$ cat config.mk
export PLATFORM = sky130hd
export DESIGN_NAME = tcfn_normalizer
export DESIGN_NICKNAME = d
export VERILOG_FILES = /design/src/rtl/tcfn_pkg.sv /design/src/rtl/tcfn_form_check.sv /design/src/rtl/tcfn_shift_step.sv /design/src/rtl/tcfn_ctrl.sv /design/src/rtl/tcfn_normalizer.sv
export SDC_FILE = /design/constraint.sdc
export NUM_CORES = 1
export LEC_CHECK = 0
export ABC_CLOCK_PERIOD_IN_PS = 1750
export BUFFER_PORTS_ARGS = -buffer_cell sky130_fd_sc_hd__buf_2
export CAP_MARGIN = 40
export CORE_MARGIN = 5
export CORE_UTILIZATION = 39
export DETAILED_ROUTE_END_ITERATION = 10
export GPL_TIMING_DRIVEN = 1
export HOLD_SLACK_MARGIN = 0.03
export MAX_ROUTING_LAYER = met4
export SLEW_MARGIN = 20
export SYNTH_ARGS = -nofsm -noshare
export SYNTH_HDL_FRONTEND = slang
export SYNTH_SLANG_ARGS = --single-unit
$ cat constraint.sdc
create_clock -name clk -period 1.75 [get_ports clk]
set_input_delay 0.2625 -clock clk [delete_from_list [all_inputs] [get_ports clk]]
set_output_delay 0.2625 -clock clk [all_outputs]
set_load 0.02 [all_outputs]
$ cat src/rtl/tcfn_pkg.sv
package tcfn_pkg;
  typedef enum logic [0:0] {
    ST_IDLE = 1'b0,
    ST_RUN  = 1'b1
  } tcfn_state_e;
endpackage

$ cat src/rtl/tcfn_form_check.sv
module tcfn_form_check #(
  parameter int MANT_W = 12,
  parameter int EXP_W  = 4
) (
  input  logic [MANT_W-1:0] mant,
  input  logic [EXP_W-1:0]  expo,
  output logic              is_zero,
  output logic              is_norm,
  output logic              exp_floor
);
  localparam logic [EXP_W-1:0] EXP_MIN = {1'b1, {(EXP_W-1){1'b0}}};

  always_comb begin
    is_zero   = (mant == '0);
    is_norm   = mant[MANT_W-1] ^ mant[MANT_W-2];
    exp_floor = (expo == EXP_MIN);
  end
endmodule

$ cat src/rtl/tcfn_shift_step.sv
module tcfn_shift_step #(
  parameter int MANT_W = 12,
  parameter int EXP_W  = 4
) (
  input  logic [MANT_W-1:0] mant,
  input  logic [EXP_W-1:0]  expo,
  output logic [MANT_W-1:0] mant_nxt,
  output logic [EXP_W-1:0]  expo_nxt
);
  always_comb begin
    mant_nxt = {mant[MANT_W-2:0], 1'b0};
    expo_nxt = expo - 1'b1;
  end
endmodule

$ cat src/rtl/tcfn_ctrl.sv
module tcfn_ctrl
  import tcfn_pkg::*;
(
  input  logic clk,
  input  logic rst,
  input  logic start,
  input  logic is_zero,
  input  logic is_norm,
  input  logic exp_floor,
  output logic load,
  output logic step,
  output logic finish,
  output logic busy,
  output logic done
);
  tcfn_state_e state_q;

  always_comb begin
    load   = (state_q == ST_IDLE) && start;
    finish = (state_q == ST_RUN) && (is_zero || is_norm || exp_floor);
    step   = (state_q == ST_RUN) && !(is_zero || is_norm || exp_floor);
    busy   = (state_q == ST_RUN);
  end

  always_ff @(posedge clk) begin
    if (rst) begin
      state_q <= ST_IDLE;
      done    <= 1'b0;
    end else begin
      done <= 1'b0;
      case (state_q)
        ST_IDLE: if (start) state_q <= ST_RUN;
        ST_RUN: if (finish) begin
          state_q <= ST_IDLE;
          done    <= 1'b1;
        end
        default: state_q <= ST_IDLE;
      endcase
    end
  end

  // completion is a single-cycle pulse
  p_done_pulse_r7: assert property (@(posedge clk) disable iff (rst)
    done |=> !done);
  // busy and done never overlap
  p_busy_done_excl_r7: assert property (@(posedge clk) disable iff (rst)
    done |-> !busy);
  // done only follows a cycle of work
  p_done_after_busy_r7: assert property (@(posedge clk) disable iff (rst)
    done |-> $past(busy));
  // a request while working does not restart the job
  p_start_ignored_r7: assert property (@(posedge clk) disable iff (rst)
    (busy && start && !finish) |=> busy);
endmodule

$ cat src/rtl/tcfn_normalizer.sv
module tcfn_normalizer #(
  parameter int MANT_W = 12,
  parameter int EXP_W  = 4
) (
  input  logic                      clk,
  input  logic                      rst,
  input  logic                      start,
  input  logic [MANT_W+EXP_W-1:0]   in_word,
  output logic                      busy,
  output logic                      done,
  output logic [MANT_W+EXP_W-1:0]   out_word,
  output logic                      flag_zero,
  output logic                      flag_underflow
);
  localparam int WORD_W = MANT_W + EXP_W;
  localparam logic [EXP_W-1:0] EXP_MIN = {1'b1, {(EXP_W-1){1'b0}}};

  logic [MANT_W-1:0] work_mant, mant_nxt, out_mant;
  logic [EXP_W-1:0]  work_exp, exp_nxt, out_exp;
  logic is_zero, is_norm, exp_floor;
  logic load, step, finish;

  tcfn_form_check #(.MANT_W(MANT_W), .EXP_W(EXP_W)) u_form (
    .mant(work_mant), .expo(work_exp),
    .is_zero(is_zero), .is_norm(is_norm), .exp_floor(exp_floor)
  );

  tcfn_shift_step #(.MANT_W(MANT_W), .EXP_W(EXP_W)) u_step (
    .mant(work_mant), .expo(work_exp),
    .mant_nxt(mant_nxt), .expo_nxt(exp_nxt)
  );

  tcfn_ctrl u_ctrl (
    .clk(clk), .rst(rst), .start(start),
    .is_zero(is_zero), .is_norm(is_norm), .exp_floor(exp_floor),
    .load(load), .step(step), .finish(finish),
    .busy(busy), .done(done)
  );

  always_ff @(posedge clk) begin
    if (rst) begin
      work_mant      <= '0;
      work_exp       <= '0;
      out_mant       <= '0;
      out_exp        <= '0;
      flag_zero      <= 1'b0;
      flag_underflow <= 1'b0;
    end else begin
      if (load) begin
        work_mant <= in_word[WORD_W-1:EXP_W];
        work_exp  <= in_word[EXP_W-1:0];
      end else if (step) begin
        work_mant <= mant_nxt;
        work_exp  <= exp_nxt;
      end
      if (finish) begin
        out_mant       <= is_zero ? '0 : work_mant;
        out_exp        <= is_zero ? '0 : work_exp;
        flag_zero      <= is_zero;
        flag_underflow <= !is_zero && !is_norm;
      end
    end
  end

  assign out_word = {out_mant, out_exp};

  // ordinary results leave in normalized form
  p_norm_form_r2: assert property (@(posedge clk) disable iff (rst)
    (done && !flag_zero && !flag_underflow) |->
      (out_word[WORD_W-1] != out_word[WORD_W-2]));
  // each step lowers the exponent by exactly one
  p_step_exp_r3: assert property (@(posedge clk) disable iff (rst)
    step |=> (work_exp == $past(work_exp) - 1'b1));
  // each step brings a zero into the lowest fraction bit
  p_step_lsb_r3: assert property (@(posedge clk) disable iff (rst)
    step |=> (work_mant[0] == 1'b0));
  // a zero result carries a zero word and no underflow
  p_zero_word_r4: assert property (@(posedge clk) disable iff (rst)
    (done && flag_zero) |-> (out_word == '0 && !flag_underflow));
  // underflow stops with the exponent at its floor
  p_floor_exp_r5: assert property (@(posedge clk) disable iff (rst)
    (done && flag_underflow) |-> (out_exp == EXP_MIN));
endmodule

==> results.toml, run 1 <==
[synth]
syn_area_um2 = 1710
async_flop_share = 0
synth_edf_count = 0
yosysUniqueCellTypes = 39
ys_ff_latch = 36
synth_top_cell_area_share = 0.422
ys.flop_type = "dfxtp_1"
synthCells = 172
synth.area.top_cells = "dfxtp_1 42%, nand2b_1 9.9%, mux2i_1 9.4%, o2bb2ai_1 4.1%, a22oi_1 4.0%"
yosys_warnings = 0
seq_area_frac_synth = 0.422
syn_area_per_cell_um2 = 9.94
synthesis.nets = 193
yosys.area.top_type = "dfxtp_1"

[job]
cap_violations = 0

[sta]
worst_pin_slew_ps = 665
finalWorstSetupSlack_ps = 80.8
hold_viol = 0
slew_violations = 0
post-route-min-period_ps = 1670
max_slew_margin = 0.555
finClkSkew_ps = 4.04
final-setup-viol-count = 0
timing.fmax_mhz = 599
fin_crit_sh = 0.954
rsz0062_at_grt = "yes"

[finish]
antenna_cells = 0
final_common_cell = "buf_2"
final_cell_mix = "38 x buf_2, 34 x dfxtp_1, 27 x nand2b_1"
syn2layout_area_growth_pct = 27.0
nets = 245
drive_gt1_frac = 0.342

[floorplan]
start_util = 0.398
die_h_um = 76.2
rows = 24
core_um2 = 4290
pin_count = 39
dieArea_um2 = 5810
die_w_um = 76.2

[detailed_routing]
wl_per_cell_um = 14.9
vias = 1413
drt_iter0_drc = 47
drc_errors = 0
vias_per_cell = 5.10
drt_pass1_iterations = 4
final_antenna_net_count = 0
drt_wl_total_mm = 4.13

[clock_network]
cts_tree = "yes"
clockBufferDepth = 2
clk_pin_slew_ps = 70
clk_latency_ps = 290
clkSinkCount = 36
ctsRootBufferMaster = "clkbuf_8"
cts_buffers = 5
hold_buffers = 0
htreeDepth = 2

[hold_path]
hp-start = "in_word[4]"
min_to = "work_mant[0]"
holdPathStages = 3
holdCritPathClass = "in2reg"

[setup_path]
critPathKind = "reg2reg"
end_kind = "register"
timing.reg2reg.setup_slack_ps = 80
r2r_cells = 6
required_ps = 1970
worstReg2RegEnd = "out_mant[2]"
cp-start-kind = "register"
rr_startpoint = "work_mant[10]"
cp_max_fo = 9
arrival_ps = 1890

[global_routing]
grt_pass1_vias = 1489
grt-ovfl-total = 0
grt_pass1_wl_mm = 6.98
antenna_found_initial = 0
grt_max_degree = 25
grt_use_total = 0.149

[placed_design]
pre_cts_ws_ps = 7.79
io_buffers = 38
gp_congestion = 0.836
detailed_place_hpwl_mm = 2.97

[outcome]
status = "complete, no violations"

[power]
vdd_drop_max_v = 0.000313
power_mw = 2.01
leakagePower_nw = 0.870
power_density_nw_per_um2 = 928
==> worst max-delay path, cell delays in order, from the launching register on <==
cell     delay (ps)
dfxtp_2         340
inv_1            60
ha_1            130
nor4b_4         300
and3_4          290
o31a_4          270
mux2i_1         210
==> worst max path at each step <==
stage          depth (start not counted)           from      endpoint  slack, ps
4_1_cts                                8  work_mant[10]  work_mant[7]          4
5_1_grt                                6  work_mant[11]   out_mant[1]        -30
2_1_floorplan                          8  work_mant[10]    out_exp[3]        100
3_5_place_dp                           7  work_mant[10]  work_mant[7]          8
6_report                               6  work_mant[10]   out_mant[2]         80
3_3_place_gp                           7  work_mant[10]  work_mant[5]         80
==> metal layers <==
metal	part of all wire	track usage	routed length (um)
met5	0	-	0
met1	0.50	0.190	2050
met3	0.041	0.0473	169
met4	0.013	0.0524	54
met2	0.45	0.220	1850
==> what timing repair did <==
action	in CTS	in global routing
gates cloned	0	1
pin swaps	1	2
setup buffers	2	0
endpoints found under the setup margin	8	28
resized for setup	0	8
==> synthesized netlist by cell type (2+ instances only) <==
| library cell | n |
|---|---|
| a31oi_1 | 2 |
| a21oi_1 | 5 |
| nand3b_1 | 3 |
| buf_1 | 2 |
| nor2_1 | 5 |
| nor4_1 | 2 |
| nand2_1 | 11 |
| o211ai_1 | 2 |
| dfxtp_1 | 36 |
| and4_1 | 2 |
| a22oi_1 | 9 |
| nor2b_1 | 3 |
| nand3_1 | 2 |
| ha_1 | 2 |
| inv_1 | 4 |
| nor3_1 | 3 |
| mux2i_1 | 16 |
| a311oi_1 | 3 |
| clkbuf_1 | 6 |
| o2bb2ai_1 | 8 |
| buf_2 | 2 |
| nand2b_1 | 27 |
==> logic make-up after synthesis <==
logic type	share of synthesized area
muxes	0.0937
adders and majority gates	0.0146
and+or+nand+nor	0.241
buffers and inverters	0.0527
AOI/OAI and AO/OA	0.176
DFF	0.422
==> registers in the layout, summed over array words and instances, names as in the netlist <==
register	count
flag_underflow	1
flag_zero	1
out_exp	4
out_mant	12
u_ctrl.busy	1
u_ctrl.done	1
work_exp	4
work_mant	12
==> cell type report <==
| class | count | area (um2) |
|---|---|---|
| clock buffer | 6 | 82.6 |
| clock inverter | 2 | 10.0 |
| multi-input combinational | 121 | 937 |
| sequential | 36 | 723 |
| tap | 52 | 65.1 |
| fill | 424 | 2120 |
| timing repair buffer | 56 | 338 |
| inverter | 4 | 15.0 |
==> stage by stage <==
stage          setup TNS (ps)  area (um2)  std cells  hold slack (ps)  utilization
2_1_floorplan               0        1710        172              399            -
5_1_grt                 -99.7        2170        277              256        0.506
4_1_cts                     0        2130        276              219        0.496
3_5_place_dp                0        2020        266              458        0.471
3_3_place_gp                0        2020        266              453        0.471
6_report                    0        2170        277              225        0.506
==> power by group <==
group	leakage, nW	total [mW]	internal (mW)	switching [mW]
logic	0.524	0.485	0.229	0.256
clock network	0.0510	0.605	0.314	0.291
registers	0.294	0.924	0.874	0.0505
total	0.870	2.01	1.42	0.598
Power figures use the tool's default switching activity.
==> run 2: changes to the inputs <==
- ABC_CLOCK_PERIOD_IN_PS: 1750 -> 2000
- BUFFER_PORTS_ARGS: -buffer_cell sky130_fd_sc_hd__buf_2 -> -buffer_cell sky130_fd_sc_hd__buf_4
- CORE_UTILIZATION: 39 -> 30
- clock period: 1.75 -> 2 ns (I/O delays scaled with it)
==> run 2 against run 1 <==
Against the previous run: via count shrank 5.2%; register-to-register slack better by 120 ps; sequential cell count did not move; wire length decreased by 6.1%; clock skew increased by 0.92 ps; global-route usage decreased by 3.6 points.
==> results.toml, run 2 (synthesis results as in run 1) <==
[floorplan]
die_w_um = 85.5
rows = 27
core_um2 = 5510
start_util = 0.310
dieArea_um2 = 7310
pin_count = 39
die_h_um = 85.5

[setup_path]
slowest_stage = "a211oi_4"
cp_top_family = "compound AO/OA/AOI/OAI gates"
slowest_delay_ps = 500
end_kind = "register"
required_ps = 2210
arrival_ps = 2010
critPathKind = "reg2reg"
cp_max_fo = 9
cp-start-kind = "register"
critical_path.cell_chain = "inv_1, ha_1, nor4b_4, nand3_2, a211oi_4, o2bb2ai_1"
critPathBufInv = 1

[power]
leakagePower_nw = 0.795
vdd_drop_max_v = 0.000230
power_density_nw_per_um2 = 807

[finish]
drive_gt1_frac = 0.264
final_cell_mix = "41 x buf_4, 36 x dfxtp_1, 27 x nand2b_1"
final_common_cell = "buf_4"
syn2layout_area_growth_pct = 24.6
reg.largest.list = "out_mant x12, work_mant x12"
nets = 229
final_cell_area_um2 = 2130
antenna_cells = 0

[clock_network]
ctsRootBufferMaster = "clkbuf_8"
hold_buffers = 0
htreeDepth = 2
clockBufferDepth = 2
cts_tree = "yes"
clkSinkCount = 36
clk_pin_slew_ps = 70
cts_buffers = 5
clk_latency_ps = 280

[global_routing]
grt_use_met2 = 0.149
grt_max_degree = 52
grt_use_total = 0.112
grt_pass1_vias = 1315
use_met1 = 0.157
grt-ovfl-total = 0
top_usage_layer = "met1"
grtUsageMet3 = 0.0282
antenna_found_initial = 0
grt_pass1_wl_mm = 6.40

[hold_path]
holdCritPathClass = "in2reg"

[detailed_routing]
final_antenna_net_count = 0
vias_per_cell = 4.78
vias = 1339
drc_errors = 0
drt_pass1_iterations = 4
wl_per_cell_um = 13.8
drt_iter0_drc = 85
drt_wl_total_mm = 3.88

[outcome]
status = "complete, no violations"

[sta]
fin_crit_sh = 0.900
tns_ps = 0
fin_hold_ws_ps = 265
rsz0062_at_grt = "no"
slew_violations = 0
timing.fmax_mhz = 555
max_slew_margin = 0.593
worst_pin_slew_ps = 610
finClkSkew_ps = 4.96
post-route-min-period_ps = 1800
final-setup-viol-count = 0
hold_viol = 0

[placed_design]
gp_congestion = 0.787
post_dp_cell_area_um2 = 2030
detailed_place_hpwl_mm = 2.76
io_buffers = 38

[job]
cap_violations = 0
run 2: changes by cell type in the layout (fill, tap and decap cells not counted), sizes merged:
cell | before | now
clkinv | 2 | 0
clkbuf | 6 | 7
buf | 56 | 41
o31a | 2 | 1
run 2: final timing paths:
kind	from	to	slack (ps)	cells after the start
max	work_mant[10]	work_mant[6]	200	6
min reg2reg	flag_zero	flag_zero	470	2
min	in_word[4]	work_mant[0]	270	3
max reg2reg	work_mant[10]	work_mant[6]	200	6
run 2: power by group:
group	total (mW)	switching, mW	leakage [nW]	internal [mW]
combinational	0.349	0.186	0.451	0.163
sequential	0.817	0.0529	0.294	0.764
clock	0.553	0.247	0.0503	0.307
run 2: repair_timing:
| action | CTS | global route |
|---|---|---|
| hold endpoints to repair | 0 | 0 |
| gates resized for setup | 0 | 1 |
| buffers inserted | 0 | 0 |
| setup endpoints to repair | 0 | 4 |
run 2: worst reg2reg max path, cell delays in order (launching register included):
cell and delay (ps):
dfxtp_1 330, inv_1 60, ha_1 150, nor4b_4 270
nand3_2 240, a211oi_4 500, o2bb2ai_1 170
run 2: through the flow:
| stage | util | setup WS (ps) | cells | total power [mW] |
|---|---|---|---|---|
| finish | 0.387 | 199 | 280 | 1.72 |
| CTS | 0.387 | 142 | 280 | 1.74 |
| detailed placement | 0.369 | 160 | 273 | 1.18 |
| global route | 0.387 | 68.0 | 280 | 1.80 |
| global placement | 0.369 | 221 | 273 | 1.18 |
| floorplan | - | 345 | 172 | 1.09 |
run 2: final cells by class:
cell class	instances	area (um2)
clock buffers	7	96.3
fillers	556	3380
inverters	4	15.0
multi-input cells	120	900
flip-flops and latches	36	721
well taps	72	90.1
repair buffers	41	308
run 2: layer usage:
layer | up-vias | routed length [um]
li1 | 689 | -
met3 | 6 | 141
met2 | 36 | 1640
met4 | 0 | 60
met1 | 608 | 2040
met5 | - | 0
==> run 3: changes to the inputs <==
- CORE_MARGIN: 5 -> 2
- PLACE_DENSITY: not set -> 0.59
==> run 3 against run 2 <==
Against the previous run: count of clock-buffer cells in the layout stayed put; combinational power hardly changed; clock skew is 2.0 ps lower; global-route usage is 2.1 points higher; final cell count is 0.71% higher; final area is 1.8% higher; highest routed layer unchanged; utilization is 0.68 points higher; non-clock buffer count is 1 higher; critical path type unchanged; wire length is 0.28% lower; sequential power hardly changed; via count is 1.0% higher; sequential share of layout area is 0.59 points lower.
==> results.toml, run 3 (synthesis results as in run 1) <==
[clock_network]
cts_buffers = 5
clkSinkCount = 36
post-cts-setup-buffer-count = 0
ctsRootBufferMaster = "clkbuf_8"
clockBufferDepth = 2
clk_pin_slew_ps = 70
cts_tree = "yes"
clk_latency_ps = 290
htreeDepth = 2

[sta]
tns_ps = 0
fin_crit_sh = 0.897
slew_violations = 0
timing.fmax_mhz = 557
finClkSkew_ps = 2.97
hold_viol = 0
fin_hold_ws_ps = 261
max_slew_margin = 0.508
post-route-min-period_ps = 1790
final-setup-viol-count = 0
finalWorstSetupSlack_ps = 205
rsz0062_at_grt = "no"
worst_pin_slew_ps = 736

[floorplan]
die_h_um = 79.5
rows = 27
start_util = 0.310
die_w_um = 79.5
dieArea_um2 = 6320
pin_count = 39
core_um2 = 5510

[outcome]
status = "complete, no violations"

[setup_path]
crit_start = "work_mant[10]"
slowest_delay_ps = 500
crit_path_end = "work_mant[7]"
critical_path.cell_chain = "inv_1, ha_1, nor4b_4, nand3_2, a211oi_4, o2bb2ai_1"
worstReg2RegEnd = "work_mant[7]"
cp_max_fo = 9
critPathKind = "reg2reg"
cp-start-kind = "register"
timing.reg2reg.setup_slack_ps = 210
r2r_cells = 6
rr_startpoint = "work_mant[10]"
arrival_ps = 2010
cp_top_family = "compound AO/OA/AOI/OAI gates"
required_ps = 2220
slowest_stage = "a211oi_4"
critPathBufInv = 1
end_kind = "register"
crit_cells = 6

[finish]
drive_gt1_frac = 0.271
final_common_cell = "buf_4"
final_cell_mix = "42 x buf_4, 36 x dfxtp_1, 27 x nand2b_1"
final_cell_area_um2 = 2170
reg.largest.list = "out_mant x12, work_mant x12"
nets = 230
syn2layout_area_growth_pct = 26.8
antenna_cells = 0

[power]
power_mw = 1.87
power_density_nw_per_um2 = 864
leakagePower_nw = 0.814
vdd_drop_max_v = 0.000267

[detailed_routing]
drt_wl_total_mm = 3.87
wl_per_cell_um = 13.7
drt_iter0_drc = 65
final_antenna_net_count = 0
vias_per_cell = 4.80
drt_pass1_iterations = 4
vias = 1353
drc_errors = 0

[placed_design]
gp_congestion = 0.790
post_dp_cell_area_um2 = 2040
pre_cts_ws_ps = 179
detailed_place_hpwl_mm = 2.75
io_buffers = 38

[global_routing]
antenna_found_initial = 0
grt_pass1_wl_mm = 6.41
grt_max_degree = 28
grt_use_total = 0.134
grt_pass1_vias = 1265
grt-ovfl-total = 0

[job]
cap_violations = 0

[hold_path]
holdPathStages = 3
holdCritPathClass = "in2reg"
-- run 3: per-stage QoR --
step	utilization	cells
floorplan	-	172
global placement	0.370	274
detailed placement	0.370	274
CTS	0.393	282
global route	0.394	282
finish	0.394	282
-- run 3: cell type report --
class                           count  area [um2]
Clock buffer                        7        96.3
Clock inverter                      1        30.0
Fill cell                         550        3340
Inverter                            4        15.0
Multi-Input combinational cell    120         900
Sequential cell                    36         721
Tap cell                           72        90.1
Timing Repair Buffer               42         315
-- run 3: worst min path at each step --
stage | startpoint | endpoint | slack (ps)
after floorplan | in_word[4] | work_mant[0] | 440
after global placement | flag_zero | flag_zero | 460
after detailed placement | out_exp[2] | out_exp[2] | 460
after CTS | in_word[4] | work_mant[0] | 250
after global routing | in_word[4] | work_mant[0] | 260
final | in_word[4] | work_mant[0] | 260
-- run 3: what timing repair did --
action / CTS / global route
gates resized for setup: 0 / 1
endpoints found under the setup margin: 0 / 7
hold buffers: 0 / 0
-- run 3: routing by layer --
metal  global-route usage  vias up  routed length [um]
met5                    -        -                   0
met4               0.0621        0                  74
met3               0.0373        6                 182
met2                0.179       38                1590
met1                0.184      620                2020
li1                     -      689                   -
-- run 3: worst register-to-register path, stage by stage, from the launching register on --
cell and delay, ps:
dfxtp_1 340, inv_1 60, ha_1 160, nor4b_4 270, nand3_2 240, a211oi_4 500
o2bb2ai_1 170
-- run 3: power by group --
part           internal (mW)  total, mW  switching [mW]
Clock                  0.440      0.703           0.263
Sequential             0.764      0.817          0.0535
Combinational          0.164      0.352           0.188
Total                   1.37       1.87           0.505
